File: config.mk
export PLATFORM = sky130hd
export DESIGN_NAME = evt_wait_ctrl
export DESIGN_NICKNAME = d
export VERILOG_FILES = /design/src/rtl/evt_wait_ctrl.sv
export SDC_FILE = /design/constraint.sdc
export NUM_CORES = 1
export LEC_CHECK = 0
export BUFFER_PORTS_ARGS = -buffer_cell sky130_fd_sc_hd__buf_2
export CORE_MARGIN = 4
export CORE_UTILIZATION = 39
export CTS_CLUSTER_SIZE = 16
export DETAILED_ROUTE_END_ITERATION = 7
export PLACE_DENSITY = 0.83
export SLEW_MARGIN = 15
export SYNTH_ARGS = -nofsm -noshare
export SYNTH_HDL_FRONTEND = slang
export SYNTH_SLANG_ARGS = --single-unit
File: constraint.sdc
create_clock -name clk -period 4 [get_ports clk]
set_clock_uncertainty 0.05 [all_clocks]
set_input_delay 0.6 -clock clk [delete_from_list [all_inputs] [get_ports clk]]
set_output_delay 0.6 -clock clk [all_outputs]
set_load 0.02 [all_outputs]
File: src/rtl/evt_wait_ctrl.sv
module evt_wait_ctrl (
  input  logic        clk,
  input  logic        rst_n,
  input  logic        issue_valid,
  input  logic [1:0]  isa_sel,
  input  logic [31:0] instr,
  input  logic        cond_pass,
  input  logic        send_evt,
  input  logic        other_evt,
  input  logic        irq_pend,
  input  logic        dbg_req,
  input  logic [1:0]  cur_lvl,
  input  logic        monitor_mode,
  input  logic        hyp_enabled,
  input  logic        host_mode,
  input  logic        top_present,
  input  logic        top_undef_prio,
  input  logic        os_trap_n,
  input  logic        hyp_trap_en,
  input  logic        mon_trap_en,
  output logic        retire,
  output logic        trap_valid,
  output logic [1:0]  trap_level,
  output logic        trap_undef,
  output logic        low_power,
  output logic        evt_pending
);
  typedef enum logic [1:0] {S_IDLE, S_CHECK, S_SLEEP, S_WAKE} st_t;

  localparam logic [1:0] LVL_OS  = 2'd1;
  localparam logic [1:0] LVL_HYP = 2'd2;
  localparam logic [1:0] LVL_MON = 2'd3;

  st_t  state;
  logic match, accept, wake, ev_set, ev_use;
  logic t_undef, t_os, t_hyp, t_mon;
  logic unused_ok;

  always_comb begin
    case (isa_sel)
      2'd0:    match = (instr[31:28] != 4'hF) && (instr[27:16] == 12'h320) && (instr[7:0] == 8'h02);
      2'd1:    match = (instr[15:0] == 16'hBF20);
      2'd2:    match = (instr[31:20] == 12'hF3A) && ((instr[15:0] & 16'hD7FF) == 16'h8002);
      default: match = 1'b0;
    endcase
  end

  assign unused_ok = ^instr[15:8];

  assign accept = issue_valid && (state == S_IDLE) && match;
  assign wake   = send_evt | other_evt | irq_pend | dbg_req;
  assign ev_set = send_evt | other_evt;
  assign ev_use = (accept && cond_pass && evt_pending) || (state == S_WAKE);

  assign t_undef = top_present && top_undef_prio && mon_trap_en;
  assign t_os    = (cur_lvl == 2'd0) && !os_trap_n;
  assign t_hyp   = (cur_lvl <= 2'd1) && hyp_enabled && !host_mode && hyp_trap_en;
  assign t_mon   = top_present && !monitor_mode && mon_trap_en;

  assign low_power = (state == S_SLEEP);

  always_ff @(posedge clk) begin
    if (!rst_n) evt_pending <= 1'b0;
    else if (ev_set) evt_pending <= 1'b1;
    else if (ev_use) evt_pending <= 1'b0;
  end

  always_ff @(posedge clk) begin
    if (!rst_n) begin
      state      <= S_IDLE;
      retire     <= 1'b0;
      trap_valid <= 1'b0;
      trap_level <= 2'd0;
      trap_undef <= 1'b0;
    end else begin
      retire     <= 1'b0;
      trap_valid <= 1'b0;
      case (state)
        S_IDLE:
          if (accept) begin
            if (!cond_pass || evt_pending) retire <= 1'b1;
            else state <= S_CHECK;
          end
        S_CHECK: begin
          state <= S_IDLE;
          if (t_undef) begin
            trap_valid <= 1'b1; trap_level <= LVL_MON; trap_undef <= 1'b1;
          end else if (t_os) begin
            trap_valid <= 1'b1; trap_level <= LVL_OS;  trap_undef <= 1'b0;
          end else if (t_hyp) begin
            trap_valid <= 1'b1; trap_level <= LVL_HYP; trap_undef <= 1'b0;
          end else if (t_mon) begin
            trap_valid <= 1'b1; trap_level <= LVL_MON; trap_undef <= 1'b0;
          end else begin
            state <= S_SLEEP;
          end
        end
        S_SLEEP:
          if (wake) state <= S_WAKE;
        S_WAKE: begin
          retire <= 1'b1;
          state  <= S_IDLE;
        end
        default: state <= S_IDLE;
      endcase
    end
  end
endmodule

==> impl_metrics.yaml, run 1 <==
run_status:
  status: "completed"
floorplan:
  core-area_mm2: 0.00154
  fp-row-count: 14
  initial_core_util_pct: 42.3
  dieArea_mm2: 0.00239
  die_y_um: 48.9
  io_pins: 59
  die_w_um: 48.9
global_route:
  grt_usage_pct: 16.5
  grt_pass1_wl_mm: 3.23
  first_global_vias: 762
  grt_max_degree: 8
  grt.overflow.total: 0
  antenna_found_initial: 0
setup_path:
  critPathLaunchType: "primary input"
  cpPeakStageDelay_ns: 0.54
  path_buf_inv: 1
  cpMaxStageDelayCell: "or4b_4"
  reg2reg_depth: 7
  crit_family: "simple AND/OR/NAND/NOR gates"
  crit_type: "in -> reg"
  worstReg2RegStart: "state[0]$_SDFFE_PN0P_"
  end_kind: "flip-flop"
  cp.arrival_ns: 2.15
  reg2reg_slack_ns: 2.00
  crit_chain: "buf_2 > or4b_4 > nor4_4 > o21ai_2 > a221o_1 > a211oi_2"
  worstPathMaxFanout: 2
  reg2reg_to: "state[0]$_SDFFE_PN0P_"
  critical_path_required_ns: 4.12
timing:
  rsz0062_at_grt: "false"
  hold_viol: 0
  fmax_mhz: 493
  slew_violations: 0
  whs_ns: 0.416
  tightest_slew_ns: 0.381
  setup_violations: 0
  tns_ns: 0
  fin_crit_ns: 2.03
  worst_slack_ns: 1.97
  finalCritPeriodShare_pct: 50.7
  relSlewSlack_pct: 74.2
placement:
  hpwl_mm: 1.73
  port_buffers: 58
  globalplace.congestion: 0.785
  place_ws_ns: 1.69
  dp_cells: 150
  place_area_um2: 962
worst_hold_path:
  whs_endpoint: "trap_undef$_SDFFE_PN0P_"
  hold_start: "trap_undef$_SDFFE_PN0P_"
  hold_class: "reg -> reg"
  min_delay_path_depth: 2
cts:
  cts_resized: 0
  path_clk_slew_ns: 0.05
  post_cts_buffers: 0
  clk_latency_ns: 0.26
  cts_tree: "done"
  clockBufferDepth: 2
  hold_buffers: 0
  htreeDepth: 1
  clock_sinks: 8
  root_buffer: "clkbuf_4"
  cts-buffers-inserted: 3
finish:
  finalCoreUtilization_pct: 63.9
  nets: 196
  layout_commonest_cell: "buf_2"
  layout-drive-gt1-share_pct: 48.2
  stdcell_count: 153
  final_cell_mix: "buf_2 (58), dfxtp_1 (8)"
  diodes: 0
  fin_area_um2: 985
  synthToLayoutAreaGrowth_pct: 51.1
routing:
  met2_length_mm: 1.04
  met1Wirelength_um: 802
  viasPerCell: 5.28
  dr.pass1.iters: 4
  first_iter_violations: 7
  drtAntennaViolNets: 0
  top_layer: "met4"
  wl_met3_um: 98
  drt-total-wl_mm: 1.96
  num_vias: 808
  routedWlPerCell_um: 12.8
  drc: 0
yosys:
  ys_seq_area_share_pct: 24.6
  avgSynthCellArea_um2: 8.58
  synthCells: 76
  yosys_warnings: 0
  synth_seq_cells: 8
  syn-num-nets: 133
  synth_edf_count: 0
  ys_types: 36
  syn_area_um2: 652
  ys.flop_type: "dfxtp_1"
  async_reset_ff_share_pct: 0
power:
  leakagePower_nw: 0.469
  power_mw: 0.185
  peakVddDrop_uv: 123
  p_per_area_mw_per_mm2: 188
job:
  maxCapViolCount: 0
-- how the worst max path moves through the flow --
stage | end | start | slack (ns) | depth (start not counted)
after CTS | retire$_SDFF_PN0_ | instr[20] | 1.97 | 6
after floorplan | retire$_SDFF_PN0_ | instr[20] | 1.90 | 5
after global placement | retire$_SDFF_PN0_ | instr[20] | 1.75 | 6
after detailed placement | state[0]$_SDFFE_PN0P_ | instr[20] | 1.69 | 6
after global routing | state[0]$_SDFFE_PN0P_ | instr[20] | 1.87 | 6
final | retire$_SDFF_PN0_ | instr[20] | 1.97 | 6
-- layout make-up --
cell class,instances,area [um^2]
flip-flops and latches,8,160
well taps,16,20.0
repair buffers,58,290
fillers,140,557
multi-input cells,63,473
clock buffers,3,22.5
inverters,5,18.8
-- logic make-up (layout without fill, tap and decap cells) --
group	Yosys count	in the layout	synth area share (%)
compound gates	18	18	20.3
mux	1	1	1.54
fa+ha+maj	5	5	9.60
buf+inv	5	66	2.88
flops	8	8	24.6
simple gates	39	39	41.1
-- Yosys cell counts, drive strengths merged (3+ instances only) --
cell    number  area (um^2)
inv          5         18.8
nand2        5         18.8
dfxtp        8          160
nor2         5         18.8
a21oi        4         20.0
nand4        3         18.8
ha           5         62.6
o21ai        3         18.8
and3         4         25.0
nand4b       3         26.3
-- routing by layer --
layer  up-vias  global-route usage (%)
met5         -                       0
met4         0                    4.04
met3         2                    4.28
met2        21                    29.6
met1       356                    19.2
li1        429                       -
-- report_power, final --
group	switching (mW)	internal, mW	total [mW]
Combinational	0.0179	0.0246	0.0425
Clock	0.0273	0.0343	0.0617
Sequential	0.000493	0.0805	0.0810
Total	0.0457	0.139	0.185
-- worst min-delay path, cell delays in order (launching register included) --
cell and delay, ns:
dfxtp_1 0.30, nand2b_1 0.06, a21oi_1 0.05
Note: power is estimated with default switching activity, not from simulation.
==> run 2, diff against run 1 <==
- ABC_AREA: not set -> 1
- CORE_ASPECT_RATIO: not set -> 1.5
- CORE_UTILIZATION: 39 -> 34
- PLACE_DENSITY: 0.83 -> 0.75
- clock period: 4 -> 1.85 ns (I/O delays scaled with it)
==> run 2 against run 1 <==
- sequential cell count stayed put
- wire length grew 5.6%
- highest routed layer unchanged
- core utilization is 11 points lower
- design area rose by 6.9%
- area after synthesis is 9.2% higher
==> impl_metrics.yaml, run 2 <==
run_status:
  status: "completed"
routing:
  num_vias: 943
  drt-total-wl_mm: 2.07
  drtAntennaViolNets: 0
  routedWlPerCell_um: 10.0
  first_iter_violations: 10
  drc: 0
  viasPerCell: 4.56
  dr.pass1.iters: 4
finish:
  layout-drive-gt1-share_pct: 38.4
  diodes: 0
  synthToLayoutAreaGrowth_pct: 47.8
  layout_commonest_cell: "buf_2"
  nets: 244
  stdcell_count: 207
  n_fill_cell: 232
  final_cell_mix: "buf_2 (58), nand2_1 (35), nor2_1 (23)"
setup_path:
  reg2reg_slack_ns: 0.34
  worstPathMaxFanout: 5
  reg2reg_to: "state[0]$_SDFFE_PN0P_"
  reg2reg_depth: 9
  end_kind: "primary output"
  worstReg2RegStart: "state[0]$_SDFFE_PN0P_"
  crit_type: "reg -> out"
  critical_path_required_ns: 1.52
  critPathLaunchType: "flip-flop"
  cp.arrival_ns: 1.22
global_route:
  grt_max_degree: 8
  grt_usage_pct: 14.2
  first_global_vias: 858
  grt.overflow.total: 0
  antenna_found_initial: 0
  grt_pass1_wl_mm: 3.14
yosys:
  ys_types: 21
  synth_top_area_share_pct: 22.5
  ys.flop_type: "dfxtp_1"
  syn-num-nets: 181
  avgSynthCellArea_um2: 5.74
  synthCells: 124
  ys_seq_area_share_pct: 22.5
  synth_edf_count: 0
  async_reset_ff_share_pct: 0
  synth_common_cells: "nand2_1 (35), nor2_1 (23), inv_1 (21)"
  yosys_warnings: 0
  synth_seq_cells: 8
  syn_area_um2: 712
  yosysMostFrequentCell: "nand2_1"
  synth_area_leaders: "dfxtp_1 (22%), nand2_1 (18%), nor2_1 (12%)"
  synth_top_cell_by_area: "dfxtp_1"
cts:
  htreeDepth: 1
  path_clk_slew_ns: 0.06
  clockBufferDepth: 2
  post_cts_buffers: 0
  hold_buffers: 0
  cts-buffers-inserted: 3
  cts_resized: 0
  clk_latency_ns: 0.26
  clock_sinks: 8
  cts_tree: "done"
  root_buffer: "clkbuf_4"
timing:
  setup_violations: 0
  worst_slack_ns: 0.301
  hold_viol: 0
  tightest_slew_ns: 0.282
  whs_ns: 0.245
  relSlewSlack_pct: 81.1
  tns_ns: 0
  fmax_mhz: 646
  finalCritPeriodShare_pct: 83.7
  rsz0062_at_grt: "false"
  fin_crit_ns: 1.55
  slew_violations: 0
floorplan:
  fp-row-count: 20
  core-area_mm2: 0.00200
  io_pins: 59
  die_w_um: 45.4
  die_y_um: 64.0
  initial_core_util_pct: 35.6
  dieArea_mm2: 0.00291
worst_hold_path:
  min_delay_path_depth: 3
  whs_endpoint: "evt_pending$_SDFFE_PN0P_"
  hold_class: "in -> reg"
  hold_start: "send_evt"
placement:
  hpwl_mm: 1.78
  dp_cells: 204
  place_ws_ns: 0.337
  port_buffers: 58
  globalplace.congestion: 0.763
power:
  leakagePower_nw: 0.615
  seqPwrFrac_pct: 35.7
  p_int_mw: 0.374
  pwr-share-clk_pct: 23.2
  p_comb_share_pct: 41.1
  peakVddDrop_uv: 407
  p_per_area_mw_per_mm2: 571
  power_switching_mw: 0.227
  switching_share_pct: 37.8
job:
  maxCapViolCount: 0
==> run 2: cell count changes after synthesis, moves of 3 or more <==
cell      before  now
nor3_1         1    4
nor2_1         5   23
nand2_1        5   35
nand3_1        2    5
inv_1          5   21
nand2_2        0    3
and3_1         4    0
inv_2          0    3
nand4b_1       3    0
==> run 2: cells by family (layout without fill, tap and decap cells) <==
family | Yosys count | count (layout) | synth area share (%)
AND/OR/NAND/NOR | 79 | 79 | 50.1
buffers and inverters | 24 | 85 | 12.7
AO/OA/AOI/OAI | 8 | 8 | 5.97
flip-flops | 8 | 8 | 22.5
adder cells (fa/ha/maj) | 5 | 5 | 8.79
==> run 2: worst max-delay path by stage <==
| stage | start | slack (ns) | endpoint | cells past startpoint |
|---|---|---|---|---|
| final | state[0]$_SDFFE_PN0P_ | 0.30 | low_power | 3 |
| after global routing | state[0]$_SDFFE_PN0P_ | 0.20 | state[0]$_SDFFE_PN0P_ | 9 |
| after CTS | state[0]$_SDFFE_PN0P_ | 0.31 | low_power | 3 |
| after detailed placement | state[0]$_SDFFE_PN0P_ | 0.34 | state[0]$_SDFFE_PN0P_ | 9 |
| after global placement | cur_lvl[0] | 0.41 | trap_level[1]$_SDFFE_PN0P_ | 10 |
| after floorplan | state[0]$_SDFFE_PN0P_ | 0.47 | state[0]$_SDFFE_PN0P_ | 9 |
==> run 2: worst max-delay path, cell delays in order (launching register included) <==
cell and delay [ns]:
dfxtp_1 0.42, inv_1 0.12, ha_1 0.25, buf_2 0.17
==> run 2: area by class of cell <==
type	count	area [um^2]	share of cell area [%]
clock buffers	3	22.5	2.14
inverters	24	90.1	8.56
multi-input cells	92	462	43.9
flip-flops and latches	8	160	15.2
well taps	22	27.5	2.62
repair buffers	58	290	27.6
==> run 2: through the flow <==
stage          utilization (%)  power (mW)  instance area (um^2)
5_1_grt                   52.6       0.641                  1050
3_3_place_gp              51.4       0.447                  1030
2_1_floorplan                -       0.359                   712
3_5_place_dp              51.4       0.461                  1030
6_report                  52.6       0.601                  1050
4_1_cts                   52.6       0.601                  1050
==> run 2: power by group through the flow <==
stage                     Clock (mW)  Sequential [mW]  Combinational, mW
after global placement             0            0.214              0.233
after floorplan                    0            0.228              0.131
after detailed placement           0            0.217              0.244
after CTS                      0.140            0.214              0.247
after global routing           0.150            0.217              0.274
final                          0.139            0.214              0.247
==> run 2: routing by layer <==
metal  global-route usage, %  wire length [um]  up-vias
met1                    13.4               744      379
met4                    7.33                40        0
li1                        -                 -      502
met3                    2.25               324        5
met5                       0                 0        -
met2                    27.1               961       57
